**src/rtl/evt_pkg.sv**
```systemverilog
package evt_pkg;

  // Byte offset of lane k relative to the window base; wraps for addresses
  // below the base so they land far outside the window.
  function automatic logic [31:0] lane_offset(input logic [31:0] addr,
                                              input logic [31:0] base,
                                              input int unsigned k);
    return addr + 32'(k) - base;
  endfunction

  // Lane k takes part when the encoded size (bytes minus one) reaches it.
  function automatic logic lane_active(input logic [1:0] size_m1,
                                       input int unsigned k);
    return 32'(size_m1) >= 32'(k);
  endfunction

  // Interrupt level: any flag with its mask bit set.
  function automatic logic irq_level(input logic [15:0] flags,
                                     input logic [15:0] masks);
    return |(flags & masks);
  endfunction

endpackage

```
**src/rtl/evt_lane_decode.sv**
```systemverilog
module evt_lane_decode #(
  parameter int unsigned        ADDR_W    = 16,
  parameter logic [ADDR_W-1:0]  BASE      = 16'hAFE0,
  parameter int unsigned        REG_BYTES = 4,
  parameter int unsigned        LANES     = 4,
  localparam int unsigned       SZ_W      = $clog2(LANES)
) (
  input  logic [ADDR_W-1:0]    addr_i,
  input  logic [SZ_W-1:0]      size_i,
  input  logic                 wr_en_i,
  input  logic [8*LANES-1:0]   wdata_i,
  output logic [REG_BYTES-1:0] byte_wr_o,
  output logic [8*REG_BYTES-1:0] byte_data_o
);
  import evt_pkg::*;

  for (genvar r = 0; r < REG_BYTES; r++) begin : g_reg
    always_comb begin
      byte_wr_o[r]           = 1'b0;
      byte_data_o[8*r +: 8]  = 8'h00;
      for (int unsigned k = 0; k < LANES; k++) begin
        if (wr_en_i && lane_active(2'(size_i), k) &&
            lane_offset(32'(addr_i), 32'(BASE), k) == 32'(r)) begin
          byte_wr_o[r]          = 1'b1;
          byte_data_o[8*r +: 8] = wdata_i[8*k +: 8];
        end
      end
    end
  end

endmodule

```
**src/rtl/evt_reg_bank.sv**
```systemverilog
module evt_reg_bank #(
  parameter int unsigned  FLAG_BYTES = 2,
  localparam int unsigned N_BITS     = 8*FLAG_BYTES,
  localparam int unsigned REG_BYTES  = 2*FLAG_BYTES
) (
  input  logic                   clk_i,
  input  logic                   rst_ni,
  input  logic [REG_BYTES-1:0]   byte_wr_i,
  input  logic [8*REG_BYTES-1:0] byte_data_i,
  input  logic [N_BITS-1:0]      evt_i,
  output logic [N_BITS-1:0]      flags_q_o,
  output logic [N_BITS-1:0]      masks_q_o,
  output logic [N_BITS-1:0]      flags_d_o,
  output logic [N_BITS-1:0]      masks_d_o,
  output logic [N_BITS-1:0]      clr_mask_o
);
  logic [N_BITS-1:0] flags_q, masks_q;

  for (genvar b = 0; b < FLAG_BYTES; b++) begin : g_byte
    // flag byte b lives at offset b, its mask byte at offset FLAG_BYTES+b
    assign clr_mask_o[8*b +: 8] = byte_wr_i[b] ? byte_data_i[8*b +: 8] : 8'h00;
    assign masks_d_o[8*b +: 8]  = byte_wr_i[FLAG_BYTES+b]
                                  ? byte_data_i[8*(FLAG_BYTES+b) +: 8]
                                  : masks_q[8*b +: 8];
  end

  // an event wins over a clear of the same bit
  assign flags_d_o = (flags_q & ~clr_mask_o) | evt_i;

  always_ff @(posedge clk_i or negedge rst_ni) begin
    if (!rst_ni) begin
      flags_q <= '0;
      masks_q <= '0;
    end else begin
      flags_q <= flags_d_o;
      masks_q <= masks_d_o;
    end
  end

  assign flags_q_o = flags_q;
  assign masks_q_o = masks_q;

endmodule

```
**src/rtl/evt_irq_gen.sv**
```systemverilog
module evt_irq_gen #(
  parameter int unsigned N_BITS = 16
) (
  input  logic              clk_i,
  input  logic              rst_ni,
  input  logic [N_BITS-1:0] flags_d_i,
  input  logic [N_BITS-1:0] masks_d_i,
  output logic              irq_o
);
  always_ff @(posedge clk_i or negedge rst_ni) begin
    if (!rst_ni) irq_o <= 1'b0;
    else         irq_o <= |(flags_d_i & masks_d_i);
  end
endmodule

```
**src/rtl/evt_read_mux.sv**
```systemverilog
module evt_read_mux #(
  parameter int unsigned        ADDR_W    = 16,
  parameter logic [ADDR_W-1:0]  BASE      = 16'hAFE0,
  parameter int unsigned        REG_BYTES = 4,
  parameter int unsigned        LANES     = 4,
  localparam int unsigned       SZ_W      = $clog2(LANES)
) (
  input  logic                   clk_i,
  input  logic                   rst_ni,
  input  logic [ADDR_W-1:0]      addr_i,
  input  logic [SZ_W-1:0]        size_i,
  input  logic                   rd_en_i,
  input  logic [8*REG_BYTES-1:0] regs_i,
  output logic [8*LANES-1:0]     rdata_o
);
  import evt_pkg::*;

  logic [8*LANES-1:0] rd_next;

  for (genvar k = 0; k < LANES; k++) begin : g_lane
    always_comb begin
      rd_next[8*k +: 8] = 8'h00;
      for (int unsigned r = 0; r < REG_BYTES; r++) begin
        if (lane_active(2'(size_i), k) &&
            lane_offset(32'(addr_i), 32'(BASE), k) == 32'(r))
          rd_next[8*k +: 8] = regs_i[8*r +: 8];
      end
    end
  end

  always_ff @(posedge clk_i or negedge rst_ni) begin
    if (!rst_ni)      rdata_o <= '0;
    else if (rd_en_i) rdata_o <= rd_next;
  end
endmodule

```
**src/rtl/event_irq_regs.sv**
```systemverilog
module event_irq_regs #(
  parameter int unsigned       ADDR_W     = 16,
  parameter logic [ADDR_W-1:0] BASE       = 16'hAFE0,
  parameter int unsigned       FLAG_BYTES = 2,
  parameter int unsigned       LANES      = 4
) (
  input  logic              clk_i,
  input  logic              rst_ni,
  input  logic [ADDR_W-1:0] addr_i,
  input  logic [1:0]        size_i,
  input  logic              wr_en_i,
  input  logic              rd_en_i,
  input  logic [31:0]       wdata_i,
  output logic [31:0]       rdata_o,
  input  logic [15:0]       evt_i,
  output logic              irq_o
);
  localparam int unsigned N_BITS    = 8*FLAG_BYTES;
  localparam int unsigned REG_BYTES = 2*FLAG_BYTES;

  logic [REG_BYTES-1:0]   byte_wr;
  logic [8*REG_BYTES-1:0] byte_data;
  logic [N_BITS-1:0]      flags_q, masks_q, flags_d, masks_d, clr_mask;

  evt_lane_decode #(.ADDR_W(ADDR_W), .BASE(BASE), .REG_BYTES(REG_BYTES),
                    .LANES(LANES)) u_dec (
    .addr_i(addr_i), .size_i(size_i), .wr_en_i(wr_en_i), .wdata_i(wdata_i),
    .byte_wr_o(byte_wr), .byte_data_o(byte_data));

  evt_reg_bank #(.FLAG_BYTES(FLAG_BYTES)) u_bank (
    .clk_i(clk_i), .rst_ni(rst_ni), .byte_wr_i(byte_wr),
    .byte_data_i(byte_data), .evt_i(evt_i), .flags_q_o(flags_q),
    .masks_q_o(masks_q), .flags_d_o(flags_d), .masks_d_o(masks_d),
    .clr_mask_o(clr_mask));

  evt_irq_gen #(.N_BITS(N_BITS)) u_irq (
    .clk_i(clk_i), .rst_ni(rst_ni), .flags_d_i(flags_d),
    .masks_d_i(masks_d), .irq_o(irq_o));

  evt_read_mux #(.ADDR_W(ADDR_W), .BASE(BASE), .REG_BYTES(REG_BYTES),
                 .LANES(LANES)) u_rd (
    .clk_i(clk_i), .rst_ni(rst_ni), .addr_i(addr_i), .size_i(size_i),
    .rd_en_i(rd_en_i), .regs_i({masks_q, flags_q}), .rdata_o(rdata_o));

endmodule

```
**config.mk**
```make
export PLATFORM = sky130hd
export DESIGN_NAME = event_irq_regs
export DESIGN_NICKNAME = d
export VERILOG_FILES = /design/src/rtl/evt_pkg.sv /design/src/rtl/evt_lane_decode.sv /design/src/rtl/evt_reg_bank.sv /design/src/rtl/evt_irq_gen.sv /design/src/rtl/evt_read_mux.sv /design/src/rtl/event_irq_regs.sv
export SDC_FILE = /design/constraint.sdc
export NUM_CORES = 1
export LEC_CHECK = 0
export BUFFER_PORTS_ARGS = -buffer_cell sky130_fd_sc_hd__buf_2
export CORE_AREA = 2 2 116 175
export CTS_BUF_LIST = sky130_fd_sc_hd__clkbuf_8 sky130_fd_sc_hd__clkbuf_16
export DETAILED_ROUTE_END_ITERATION = 10
export DIE_AREA = 0 0 118 177
export SLEW_MARGIN = 20
export SYNTH_ARGS = -nofsm -noshare
export SYNTH_HDL_FRONTEND = slang
export SYNTH_HIERARCHICAL = 1
export SYNTH_SLANG_ARGS = --single-unit
```
**constraint.sdc**
```tcl
create_clock -name clk_i -period 1.3 [get_ports clk_i]
set_input_delay 0.26 -clock clk_i [delete_from_list [all_inputs] [get_ports clk_i]]
set_output_delay 0.26 -clock clk_i [all_outputs]
set_load 0.02 [all_outputs]
```
======== Yosys cells after proc, flatten, opt, wreduce, memory -nomap -nowiden ========
Cells that the tools add are included.
storage, ports and cells
  bits of input ports ..................... 70
  register bits ........................... 65
  output and inout bits ................... 33
operators by class
  reductions and logical operators ........ 36
  muxes and demuxes ....................... 52
  add/subtract/negate cells ............... 7
  bitwise operators ....................... 4
  equality and inequality tests ........... 12
  order comparisons ....................... 3
operators by type and width
  cell                                                               number
  two-way mux 8 bit                                                  36
  == test 32 x 2 -> 1 bit, second input constant                     8
  == test 32 x 1 -> 1 bit, second input constant                     4
  zero test 32 bit                                                   4
  subtractor 32 x 16 -> 32 bit, second input constant                3
  adder 16 x 2 -> 17 bit, second input constant                      2
  bitwise AND 16 bit                                                 2
  logical AND 1 bit                                                  31
  adder 16 x 1 -> 17 bit, second input constant                      1
  subtractor 16 x 16 -> 17 bit, second input constant                1
  two-way mux 1 bit                                                  16
  inverter 16 bit                                                    1
  OR 16 bit                                                          1
  OR reduction 16 bit                                                1
  greater-or-equal comparator 2 bit, second input constant           2
  greater-or-equal comparator 2 x 1 -> 1 bit, second input constant  1

======== Longest topological paths before layout ========
Gate-level depths: netlist (run 1).
  depth after elaboration ................. 13
  gate-level depth with buffers ........... 18
  gate-level depth less buffers ........... 15

======== Hierarchy ========
Netlist (run 1), hierarchy kept.
modules (own cells, without submodules)
  module           cells each  sequential area each (µm²)  instances  area each (µm²)
  evt_read_mux     408         800.8                       1          3432.0
  evt_lane_decode  432         0.0                         1          2767.7
  evt_reg_bank     100         800.8                       1          1313.8
  evt_irq_gen      10          25.0                        1          126.4

======== Worst setup path before layout (run 1) ========
OpenSTA, ideal clock, no wires.
  path type ............................... input port to flip-flop
  start point ............................. input addr_i[5]
  end point ............................... register u_irq.irq_o
  setup time .............................. 137 ps
  data arrival time ....................... 3557 ps
  required time ........................... 1163 ps
  cell stages on the path ................. 16
  buffers on the path ..................... 2
  setup slack ............................. -2393 ps
  cells stage by stage .................... clkinv_1 -> ha_1 -> and4_4 -> a21o_1 -> or4_1 -> a21oi_2 -> nand4_4 -> clkbuf_1 -> nor4_1 -> nor2_1 -> a21boi_0 -> buf_6 -> mux2_4 -> a22o_1 -> a221oi_2 -> nand4_1
RTL lines
  element                                                                  RTL line                                      source
  from (decl)                                                              event_irq_regs.sv:9                           input logic [ADDR_W-1:0] addr_i,
  adder 16 x 1 -> 17 bit or subtractor 16 x 16 -> 17 bit (tied branches)   evt_pkg.sv:8                                  return addr + 32'(k) - base;
  subtractor 32 x 16 -> 32 bit or == test 32 x 2 -> 1 bit (tied branches)  evt_pkg.sv:8, evt_lane_decode.sv:23
  == test 32 x 2 -> 1 bit or logical AND 1 bit (tied branches)             evt_lane_decode.sv:23, evt_lane_decode.sv:22
  logical AND 1 bit or two-way mux 1 bit (tied branches)                   evt_lane_decode.sv:22                         if (wr_en_i && lane_active(2'(size_i), k) &&
  two-way mux 1 bit (2 in series)                                          evt_lane_decode.sv:22
  two-way mux 1 bit *                                                      evt_lane_decode.sv:22
  named net byte_wr[3]                                                     event_irq_regs.sv:21                          logic [REG_BYTES-1:0] byte_wr;
  two-way mux 8 bit *                                                      evt_reg_bank.sv:23                            ? byte_data_i[8*(FLAG_BYTES+b) +: 8]
  named net masks_d[13]                                                    event_irq_regs.sv:23                          logic [N_BITS-1:0] flags_q, masks_q, flags_d, masks_d, clr_mask;
  bitwise AND 16 bit *                                                     evt_irq_gen.sv:12                             else irq_o <= |(flags_d_i & masks_d_i);
  OR reduction 16 bit *                                                    evt_irq_gen.sv:12
  to (signal assigned)                                                     evt_irq_gen.sv:12
  to (decl)                                                                evt_irq_gen.sv:8                              output logic irq_o
Mark *: on every way through the listed nets, which the timed path passes. The rest lies on a longest branch.
A chain may end at the register's enable or synchronous reset.

======== Worst setup path in the final report (run 1) ========
  start point ............................. input addr_i[5]
  end point ............................... register u_irq.irq_o
between the ends
  longest elaborated chain between the ends .. 13
ends and longest elaborated chain
  element                                                                 RTL line                                      source
  adder 16 x 1 -> 17 bit or subtractor 16 x 16 -> 17 bit (tied branches)  evt_pkg.sv:8
  subtractor 32 x 16 -> 32 bit or zero test 32 bit (tied branches)        evt_pkg.sv:8, evt_lane_decode.sv:23
  zero test 32 bit or logical AND 1 bit (tied branches)                   evt_lane_decode.sv:23, evt_lane_decode.sv:22
  logical AND 1 bit or two-way mux 8 bit (tied branches)                  evt_lane_decode.sv:22
  two-way mux 8 bit (2 in series)                                         evt_lane_decode.sv:22
  two-way mux 8 bit *                                                     evt_lane_decode.sv:22
  named net byte_data[7]                                                  event_irq_regs.sv:22                          logic [8*REG_BYTES-1:0] byte_data;
  two-way mux 8 bit *                                                     evt_reg_bank.sv:21                            assign clr_mask_o[8*b +: 8] = byte_wr_i[b] ? byte_data_i[8*b +: 8] : 8'h00;
  inverter 16 bit *                                                       evt_reg_bank.sv:28                            assign flags_d_o = (flags_q & ~clr_mask_o) | evt_i;
  bitwise AND 16 bit *                                                    evt_reg_bank.sv:28
  OR 16 bit *                                                             evt_reg_bank.sv:28
  named net flags_d[7]                                                    event_irq_regs.sv:23
  bitwise AND 16 bit *                                                    evt_irq_gen.sv:12
  OR reduction 16 bit *                                                   evt_irq_gen.sv:12
Marks and branches as above.

==> implementation parameters, run 1 <==
Parameter                              Value

Floorplan
  Die footprint ... between 20000 and 25000 um^2
  Core ar. ... 19500 um^2
  Chip width ... between 100 and 150 um
  Total number of placement rows ... between 60 and 70
  Die height ... roughly 180 um
  I/O pin total ... a little over 100
  Starting Density ... 38.9%

Logic synthesis
  Mean post-synth cell area ... ~8.1 um^2
  Syn_nets ... about 1000
  Post-Synthesis Cell Area ... 7580 um^2
  Cells after synthesis ... 934
  Total of warnings raised by yosys ... 6

Layout
  NumNets Final ... between 1000 and 1500
  Non-filler cells, final ... roughly 1500
  Number of fill cells ... ~1700
  Number of antenna repair diodes ... 0
  Signed area change from the synthesized netlist to the final layout ... 56.9%
  Proportion of layout cells with a drive suffix above 1 ... 49.8%
  Post-layout utilization of the core ... 61.1%

Critical path
  FF-to-FF path depth ... 4
  Type of origin of the critical path ... input port
  Data required time of the worst path ... around 1.5 ns
  Critical path peak fanout ... 5
  Worst path arrival time ... 3.33 ns
  Worst Setup End Kind ... flop
  Worst Path Class, Setup ... input port to flop

Pwr
  Switching power summed over all nets ... between 2000 and 2500 uW
  Pwr dens ... 560 nW/um^2
  Portion of total power attributed to combinational logic ... ~34%
  Proportion of power drawn by the clock network ... 35.4%
  Cell leakage power ... between 0.005 and 0.006 uW
  Internal Dissipation ... 4590 uW
  Seq pwr share ... between 30 and 40%
  Worst supply voltage drop on vdd ... 649 uV
  PnR Total Power ... about 6700 uW
  Share of total power consumed by net switching ... between 30 and 40%

Placement
  Count of input and output buffers ... ~100
  Half-perimeter wire length after placement ... around 22000 um
  Setup slack after placement ... -2.35 ns
  Number of placed cells counting well taps ... about 1500
  Placer Congestion ... about 0.98

STA
  Slew at the pin closest to its max-slew limit ... about 0.43 ns
  Final worst path period share ... 241%
  Final Critical Period ... about 3.1 ns
  Unrepaired setup endpoints after global routing ... true
  Clock Skew ... between 0.005 and 0.006 ns
  Final hold violation count ... 0
  Worst Setup Slack, final ... -1.84 ns
  Final setup violation count ... 65
  TNS Setup ... -69.50 ns
  Number of max-slew violations in the final report ... 0
  Upper clock frequency limit ... between 300 and 400 MHz
  Slew Limit Headroom ... a little over two thirds

Clock network
  Clock edge transition at the registers on the reported setup and hold paths ... roughly 0.05 ns
  H-tree depth ... 3
  Clk Latency, worst-skew pair ... approximately 0.33 ns
  Cell chosen for the clock root ... clkbuf_16
  Clk sink count ... 65
  TritonCTS clock tree ... yes
  Buffer levels on the longest clock path ... 2
  Number of buffers created by CTS ... 9

Min path
  Worst min-delay path class ... input port to flop
  Hold path depth ... 2

Drt
  Routed WL per cell ... 19.2 um
  Number of detailed-route iterations in the first pass ... 5
  Number of remaining DRC errors ... 0
  Number of routed nets with antenna violations ... 0
  Via total after detailed routing ... approximately 8900
  Number of DRC violations after detailed-routing iteration 0 ... between 500 and 600
  Via density ... 5.88
  Final wirelength ... 29200 um

Global route
  GR Util All Layers ... about a quarter
  Via count of the first global-routing pass ... ~8700
  Wire length of the first global-routing pass ... ~45000 um
  Total gr overflow ... 0
  Initial antenna violation count ... 0
  Maximum number of pins on one net before global-route repair ... 66

Run status
  Run status ... finished with violations
  Failing checks ... negative setup slack

Job
  Number of max-cap violations ... 0
-- path summary, 6_finish.rpt --
kind	slack [ns]	endpoint	start
setup / recovery	-1.84	u_irq/irq_o	addr_i[5]
hold / removal	0.15	u_bank/flags_q_o[0]	evt_i[0]
max in group asynchronous	0.54	u_bank/flags_q_o[3]	rst_ni
min in group asynchronous	0.49	u_rd/rdata_o[17]	rst_ni
hold reg to reg	0.49	u_rd/rdata_o[27]	u_rd/rdata_o[27]
setup reg to reg	-0.04	u_irq/irq_o	u_bank/masks_q_o[2]
-- final cells by class --
class	count	area (um^2)	share of cell area (%)
multi-input combinational	720	6260	52.6
timing repair buffer	391	3100	26.0
sequential	65	1630	13.7
tap	260	325	2.74
inverter	68	285	2.40
clock buffer	10	239	2.01
clock inverter	6	58.8	0.495
-- layout by cell type (no fill, tap or decap), drive strengths merged, types with 16 or more instances in the layout --
cell type / n
dfrtp: 65
o22ai: 41
nor2: 45
nor4: 37
a31oi: 23
mux4: 24
o21ai: 43
nand2: 105
xnor2: 20
nand4: 16
nand3: 29
nor2b: 17
mux2: 25
a21oi: 41
a211oi: 16
buf: 390
inv: 67
a21o: 18
nor3: 16
-- what timing repair did --
item / in CTS / in global routing
hold buffers: 1 / 0
resized for setup: 174 / 67
pin swaps: 61 / 19
endpoints found under the setup margin: 65 / 65
gates cloned: 2 / 0
setup buffers: 23 / 17
endpoints found under the hold margin: 65 / 0
-- critical path, stage by stage --
cell,delay (ns)
buf_12,0.10
clkinv_8,0.05
ha_4,0.16
and4_4,0.15
a21o_1,0.18
or4_4,0.49
a21oi_4,0.17
nand4_4,0.16
or4_4,0.57
mux2i_1,0.19
a221o_1,0.13
nand2_1,0.05
a21o_1,0.17
a22o_1,0.21
a221oi_2,0.17
nand4_1,0.11
-- routing by layer --
| metal | vias up | GRT usage (%) | part of all wire (%) |
|---|---|---|---|
| li1 | 4185 | - | - |
| met1 | 4358 | 32.5 | 40 |
| met2 | 335 | 49.0 | 52 |
| met3 | 62 | 2.51 | 5.2 |
| met4 | 0 | 8.99 | 2.6 |
| met5 | - | 0 | 0 |
-- per-stage QoR --
step | cell area [um^2] | hold WS, ns
after floorplan | 8060 | -0.0356
after global placement | 10200 | 0.295
after detailed placement | 10200 | 0.299
after CTS | 11400 | 0.151
after global routing | 11900 | 0.174
final | 11900 | 0.154
-- state kept, by name, indices dropped and copies added, names as in the netlist --
signal / flops
u_bank/masks_q_o: 16
u_bank/flags_q_o: 16
u_irq/irq_o: 1
u_rd/rdata_o: 32
-- power groups by stage --
stage	Clock, uW	Combinational (uW)	Sequential (uW)
5_1_grt	2450	2420	2020
4_1_cts	2370	2140	2030
3_5_place_dp	0	1890	2060
3_3_place_gp	0	1880	2060
6_report	2360	2280	2030
2_1_floorplan	0	1070	2060
No activity file was read; power rests on OpenSTA's default activity.
==> run 2: changes to the inputs <==
==> constraint.sdc (replaced) <==
create_clock -name clk_i -period 1.3 [get_ports clk_i]
set_input_delay 0.13 -clock clk_i [delete_from_list [all_inputs] [get_ports clk_i]]
set_output_delay 0.13 -clock clk_i [all_outputs]
set_load 0.02 [all_outputs]
==> implementation parameters, run 2 (synthesized netlist as in run 1, its figures left out) <==
Parameter                              Value

STA
  Slew Limit Headroom ... 70.2% (-0.44 points)
  Worst Setup Slack, final ... -1.81 ns (+0.0309 ns)
  Number of max-slew violations in the final report ... 0 (unchanged)
  Clock Skew ... 0.00481 ns (-0.000572 ns)
  Final setup violation count ... 65 (unchanged)
  TNS Setup ... -69.38 ns (+0.121 ns)
  Final worst path period share ... 239% (-2.4 points)
  Slew at the pin closest to its max-slew limit ... 0.441 ns (+0.00658 ns)
  Final Critical Period ... 3.11 ns (-0.0309 ns)
  Unrepaired setup endpoints after global routing ... true
  Upper clock frequency limit ... 322 MHz (+1.0%)
  Final hold violation count ... 0 (unchanged)

Min path
  Worst min-delay path class ... input port to flop

Clock network
  Clk Latency, worst-skew pair ... 0.32 ns (about the same)
  Number of buffers created by CTS ... 9 (unchanged)
  Clk sink count ... 65 (unchanged)
  TritonCTS clock tree ... yes
  H-tree depth ... 3 (unchanged)
  Cell chosen for the clock root ... clkbuf_16
  Buffer levels on the longest clock path ... 2 (unchanged)
  Clock edge transition at the registers on the reported setup and hold paths ... 0.06 ns (about the same)

Critical path
  Critical path peak fanout ... 5 (unchanged)
  Worst Setup End Kind ... flop
  Master of the slowest instance on the critical path ... or4_4
  Worst path arrival time ... 3.29 ns (-0.04 ns)
  Largest stage delay, worst path ... 0.57 ns (about the same)
  Type of origin of the critical path ... input port
  Data required time of the worst path ... 1.49 ns (about the same)
  Ordered list of cells on the worst path ... buf_12, buf_6, and4_4, nand4_1, or4_4, a211o_4, or4_4, mux2i_1, a221o_1, nand2_1, a21o_1, a22o_1, a221oi_2, nand4_1
  Slack of the worst reg-to-reg path ... -0.10 ns (-0.06 ns)
  Worst Path Class, Setup ... input port to flop

Global route
  Total gr overflow ... 0 (unchanged)
  Via count of the first global-routing pass ... 8917 (+2.7%)
  Maximum number of pins on one net before global-route repair ... 66 (unchanged)
  Initial antenna violation count ... 0 (unchanged)
  Wire length of the first global-routing pass ... 46700 um (+3.4%)
  GR Util All Layers ... 27.6% (+0.98 points)

Pwr
  Pwr dens ... 551 nW/um^2 (-1.6%)
  Cell leakage power ... 0.00525 uW (+4.7%)
  Worst supply voltage drop on vdd ... 566 uV (-13%)

Drt
  Number of routed nets with antenna violations ... 0 (unchanged)
  Final wirelength ... 30500 um (+4.6%)
  Number of DRC violations after detailed-routing iteration 0 ... 621 (+16%)
  Via density ... 5.94 (+1.0%)
  Number of remaining DRC errors ... 0 (unchanged)
  Number of detailed-route iterations in the first pass ... 7 (+2)
  Routed WL per cell ... 20.0 um (+4.3%)
  Via total after detailed routing ... 9056 (+1.3%)

Placement
  Setup slack after placement ... -2.24 ns (+0.110 ns)
  Count of input and output buffers ... 102 (unchanged)
  Placer Congestion ... 0.941 (-3.5%)
  Half-perimeter wire length after placement ... 21700 um (-0.53%)
  Number of placed cells counting well taps ... 1456 (-0.55%)

Floorplan
  I/O pin total ... 103 (unchanged)
  Core ar. ... 19500 um^2 (unchanged)
  Chip width ... 118 um (unchanged)
  Die height ... 177 um (unchanged)
  Total number of placement rows ... 63 (unchanged)
  Die footprint ... 20900 um^2 (unchanged)
  Starting Density ... 38.9% (unchanged)

Layout
  Most common cell after layout, fill and taps aside ... buf_4
  Number of flip-flops in the largest register ... 32 (unchanged)
  NumNets Final ... 1339 (+0.30%)
  Non-filler cells, final ... 1524 (+0.26%)
  Signed area change from the synthesized netlist to the final layout ... 64.4%
  Register with the most flip-flops ... u_rd/rdata_o
  Number of antenna repair diodes ... 0 (unchanged)
  Most used cells in the layout excluding fill and tap cells ... buf_4, nand2_1, buf_2
  Proportion of layout cells with a drive suffix above 1 ... 52.7% (+2.9 points)

Run status
  Run status ... finished with violations
  Failing checks ... negative setup slack

Job
  Number of max-cap violations ... 0 (unchanged)
-- run 2: cell count changes in the layout (fill, tap and decap cells not counted), sizes merged --
cell | previous run | this run
buf | 390 | 392
bufbuf | 0 | 3
clkbuf | 10 | 11
clkinv | 4 | 6
clkinvlp | 2 | 1
inv | 67 | 65
nand4 | 16 | 15
-- run 2: layout make-up --
cell class / count / area, um^2
Fill cell: 1572 / 7010
Clock buffer: 11 / 253
Clock inverter: 5 / 53.8
Timing Repair Buffer: 396 / 3270
Inverter: 68 / 289
Multi-Input combinational cell: 719 / 6640
Tap cell: 260 / 325
Sequential cell: 65 / 1630
-- run 2: worst paths after layout --
kind,startpoint,endpoint,cells past startpoint
worst max-delay path,addr_i[6],u_irq/irq_o,14
worst min-delay path,evt_i[0],u_bank/flags_q_o[0],2
worst max register to register,u_bank/masks_q_o[7],u_irq/irq_o,4
worst min register to register,u_rd/rdata_o[27],u_rd/rdata_o[27],2
max in group asynchronous,rst_ni,u_bank/flags_q_o[13],3
min in group asynchronous,rst_ni,u_rd/rdata_o[9],3
-- run 2: stage by stage --
step	cell area [um^2]	hold slack (ns)	utilization (%)	power, uW
2_1_floorplan	8060	-0.166	-	3130
3_3_place_gp	10200	0.164	52.2	3930
3_5_place_dp	10200	0.171	52.2	3940
4_1_cts	11700	0.00788	60.1	6660
5_1_grt	12500	0.0149	64.0	7100
6_report	12500	0.0139	64.0	6870
-- run 2: power breakdown --
part / internal [uW] / total [uW] / switching (uW)
Sequential: 2030 / 2030 / 0.0353
Combinational: 1110 / 2420 / 1310
Clock: 1580 / 2430 / 847
Total: 4710 / 6870 / 2160
-- run 2: what timing repair did --
action	CTS	global route
endpoints found under the hold margin	65	0
endpoints found under the setup margin	65	65
hold buffers	1	0
cloned	4	0
resized for setup	179	122
buffers inserted	30	22
pin swaps	42	68
-- run 2: critical path: cells and delay by family --
kind / cells / cell delay, ns
buffers and inverters: 2 / 0.19
multiplexers: 1 / 0.17
AND/OR/NAND/NOR: 6 / 1.70
AO/OA/AOI/OAI: 5 / 1.10
-- run 2: routing by layer --
layer  up-vias  part of all wire [%]  wire, um  track usage, %
met4         0                   4.2      1290            12.1
met1      4372                    39     12000            32.7
met3        93                   4.8      1470            3.06
met5         -                     0         0               0
li1       4195                     -         -               -
met2       396                    52     15700            50.2
